File: src/rtl/rot_load_unit.sv
module rot_load_unit #(
  parameter int AW = 32,
  parameter int DW = 32
) (
  input  logic          clk,
  input  logic          rst_n,
  input  logic          req_valid,
  input  logic [AW-1:0] req_addr,
  input  logic [1:0]    req_size,
  input  logic          req_signed,
  input  logic          big_endian,
  output logic          mem_rd,
  output logic [AW-1:0] mem_addr,
  input  logic          mem_rvalid,
  input  logic [DW-1:0] mem_rdata,
  output logic          res_valid,
  output logic [DW-1:0] res_data
);
  localparam int LANES = DW / 8;
  localparam int OFFW  = $clog2(LANES);
  localparam int HALFL = LANES - 2;
  localparam logic [1:0] SZ_BYTE = 2'b00;
  localparam logic [1:0] SZ_HALF = 2'b01;

  logic            pend;
  logic [OFFW-1:0] q_off;
  logic [1:0]      q_size;
  logic            q_sgn;
  logic            q_be;
  wire             accept = req_valid && (!pend || mem_rvalid);
  wire             done   = mem_rvalid && pend;

  logic [DW-1:0] swapped;
  genvar gi;
  generate
    for (gi = 0; gi < LANES; gi++) begin : g_swap
      assign swapped[8*gi +: 8] = mem_rdata[DW-1-8*gi -: 8];
    end
  endgenerate

  wire [DW-1:0]   lanes   = q_be ? swapped : mem_rdata;
  wire [2*DW-1:0] dbl     = {lanes, lanes};
  wire [OFFW-1:0] off_hi  = q_off + OFFW'(HALFL);
  wire [DW-1:0]   rot     = DW'(dbl >> {q_off, 3'b000});
  wire [DW-1:0]   rot_top = DW'(dbl >> {off_hi, 3'b000});

  logic [DW-1:0] rot_out;
  generate
    for (gi = 0; gi < LANES; gi++) begin : g_back
      assign rot_out[8*gi +: 8] = q_be ? rot[DW-1-8*gi -: 8] : rot[8*gi +: 8];
    end
  endgenerate

  wire [15:0] half_le = rot_top[DW-1 -: 16];
  wire [15:0] half_be = {rot_top[DW-9 -: 8], rot_top[DW-1 -: 8]};
  wire [15:0] half_v  = q_be ? half_be : half_le;
  wire [7:0]  byte_v  = rot[7:0];

  logic [DW-1:0] shaped;
  always_comb begin
    case (q_size)
      SZ_BYTE: shaped = {{(DW-8){q_sgn & byte_v[7]}}, byte_v};
      SZ_HALF: shaped = {{(DW-16){q_sgn & half_v[15]}}, half_v};
      default: shaped = rot_out;
    endcase
  end

  always_ff @(posedge clk) begin
    if (!rst_n) begin
      pend      <= 1'b0;
      mem_rd    <= 1'b0;
      mem_addr  <= '0;
      res_valid <= 1'b0;
      res_data  <= '0;
      q_off     <= '0;
      q_size    <= '0;
      q_sgn     <= 1'b0;
      q_be      <= 1'b0;
    end else begin
      mem_rd    <= accept;
      res_valid <= done;
      if (done) res_data <= shaped;
      if (accept) begin
        pend     <= 1'b1;
        mem_addr <= {req_addr[AW-1:OFFW], {OFFW{1'b0}}};
        q_off    <= req_addr[OFFW-1:0];
        q_size   <= req_size;
        q_sgn    <= req_signed;
        q_be     <= big_endian;
      end else if (done) begin
        pend <= 1'b0;
      end
    end
  end
endmodule

File: config.mk
export PLATFORM = sky130hd
export DESIGN_NAME = rot_load_unit
export DESIGN_NICKNAME = d
export VERILOG_FILES = /design/src/rtl/rot_load_unit.sv
export SDC_FILE = /design/constraint.sdc
export NUM_CORES = 1
export LEC_CHECK = 0
export ABC_AREA = 1
export BUFFER_PORTS_ARGS = -buffer_cell sky130_fd_sc_hd__buf_2
export CAP_MARGIN = 20
export CORE_MARGIN = 1
export CORE_UTILIZATION = 54
export CTS_BUF_LIST = sky130_fd_sc_hd__clkbuf_4 sky130_fd_sc_hd__clkbuf_8
export DETAILED_ROUTE_END_ITERATION = 10
export PLACE_DENSITY = 0.89
export SYNTH_ARGS = -nofsm -noshare
export SYNTH_HDL_FRONTEND = slang
export SYNTH_SLANG_ARGS = --single-unit
File: constraint.sdc
create_clock -name clk -period 1.8 [get_ports clk]
set_input_delay 0.27 -clock clk [delete_from_list [all_inputs] [get_ports clk]]
set_output_delay 0.27 -clock clk [all_outputs]
set_load 0.05 [all_outputs]
==> out/results.tsv <==
metric	value	unit
outcome	complete, no violations	
Die Area	8720	sq um
die width	93.4	um
EDFF count, synth	0	
syn avg cell area	5.75	sq um
Via Count	5414	
max-slew violations	0	
P&R area growth vs syn	22.2	%
CP Data Required Time	2.05	ns
Static Leak	2.94	nW
Layout Nets	972	
async set-reset flop share out of synthesis	0	%
post-route setup TNS	0	ns
count leader, synth	nand2_1	
DRC Markers	0	
ANT cells	0	
distinct cell type count after synthesis	20	
IO Pins	138	
synth top area cells	dfxtp_1 (32%), nand2_1 (23%), nand3_1 (16%)	
Synth warnings	0	
H-tree depth	3	
clk_lat worst skew	0.36	ns
drt total wl	12.7	mm
commonest cells in the netlist	nand2_1 (281), nand3_1 (147), nor2_1 (113)	
core area	7890	sq um
DR WL/cell	12.6	um
period utilization	91.6	%
area leader, netlist	dfxtp_1	
critical path fanouts, max	26	
GRT Total Usage	29.3	%
startpoint types	flip-flop	
actual slew at the worst max-slew pin	0.665	ns
share of cells above drive strength 1	22.5	%
TritonCTS clock tree	done	
final setup vio count	0	
number of global-route vias before repair	4704	
DR pass1 iterations	5	
routed vias/inst	5.38	
fin cells	1007	
hpwl dp	9.12	mm
largest net degree at the start of global routing	43	
antenna viol nets, final	0	
Slew HR	55.5	%
fmax	0.606	GHz
critical path class	flip-flop to flip-flop	
CTS sink cnt	71	
Row Count	32	
PD cells	837	nW/um^2
starting density of the core	57.2	%
Critical Path AT	1.89	ns
Final Hold Fails	0	
clock slew at reported path FFs	0.09	ns
first-pass GRT wire length	20.6	mm
Worst Hold Class	primary input to flip-flop	
gpl congestion	0.890	
dpl cells	989	
post-synthesis sequential area ratio	31.5	%
deepest clock path buffer count	2	
clk_skew	0.0137	ns
Max Cap Viol	0	
VDD IR max	933	uV
Synth Register Bits	71	
Post-CTS Setup Inserts	0	
initial antenna violation count	0	
die height	93.4	um
Root Driver	clkbuf_8	
CTS Buf Count	9	
Post-synth top flop	dfxtp_1	
grt ovf	0	
fin crit period	1.65	ns
top cell type's share of synthesized area	31.5	%
PortBufs	135	
Post-Syn Area	4510	sq um
starting DRC count in detailed routing	381	
CP Capture Type	flip-flop	
post-synthesis cell count	785	
[cells in the final DEF (no fill, tap or decap), types with 2 or more instances in the layout]
master,count
nor2_2,21
buf_12,5
inv_6,4
clkinvlp_4,2
o21ai_0,52
a21oi_1,13
nor2_1,113
conb_1,2
clkbuf_8,9
nand2_2,4
nand2_1,281
inv_2,2
buf_2,135
buf_4,13
dfxtp_1,69
inv_1,23
nand3_1,147
[final timing paths]
kind                     start           end  slack, ns  depth (start not counted)
setup / recovery          q_be  res_data[24]       0.15                         12
hold / removal     req_addr[2]   mem_addr[2]       0.16                          3
setup reg to reg          q_be  res_data[24]       0.15                         12
hold reg to reg   mem_addr[31]  mem_addr[31]       0.48                          2
[layer usage]
layer	global-route usage (%)	routed length (um)	vias to the layer above
li1	-	-	2750
met1	36.0	5300	2406
met2	52.3	6280	239
met3	5.61	996	19
met4	7.18	157	0
met5	0	0	-
[cells by family (layout without fill, tap and decap cells)]
group	count (synthesis)	in the layout	share of synthesized area, %
AND/OR/NAND/NOR	568	569	53.0
flip-flops	71	71	31.5
buffers and inverters	79	197	8.01
other	1	2	0.0831
AO/OA/AOI/OAI	66	66	7.38
[state kept, by name, summed over array words and instances, names as in the netlist]
signal,cells
mem_addr,30
mem_rd,1
pend,1
q_be,1
q_off,2
q_sgn,1
q_size,2
res_data,32
res_valid,1
[critical path, cell delays in order (launching register included)]
cell and delay (ns):
dfxtp_4 0.41, inv_4 0.07, buf_12 0.16, nand2_1 0.08, nand3_1 0.12, nand3_1 0.13
nand2_1 0.10, nand2_1 0.09, nand2_1 0.07, nand2_1 0.08, nand2_1 0.07, nor2_2 0.12
nor2_2 0.03
[where the power goes]
part | leakage (nW) | total, mW | switching, mW | internal, mW
logic | 2.26 | 1.67 | 1.17 | 0.501
clock network | 0.0892 | 1.20 | 0.674 | 0.528
registers | 0.587 | 1.74 | 0.0640 | 1.68
total | 2.94 | 4.62 | 1.91 | 2.71
[area by class of cell]
type                       instances  area (sq um)
timing repair buffer             155           913
inverter                          26           100
sequential                        71          1430
fill                             725          2370
clock inverter                     7          61.3
tap                              102           128
clock buffer                       9           124
multi-input combinational        637          2760
[per-stage QoR]
step / worst slack (ns) / hold slack (ns) / total power, mW / util [%] / cell area, sq um
after global placement: 0.0965 / 0.456 / 3.37 / 66.4 / 5240
after global routing: -0.0393 / 0.165 / 4.89 / 69.9 / 5510
after CTS: 0.0431 / 0.149 / 4.59 / 68.8 / 5430
final: 0.151 / 0.157 / 4.62 / 69.9 / 5510
after detailed placement: 0.0111 / 0.466 / 3.39 / 66.4 / 5240
after floorplan: 0.302 / 0.408 / 3.00 / - / 4520
[timing repair]
action,4_1_cts,5_1_grt
hold buffers,0,0
setup endpoints to repair,4,27
pin swaps,0,1
cloned,0,2
resized for setup,1,14
(Power assumes the default switching activity.)
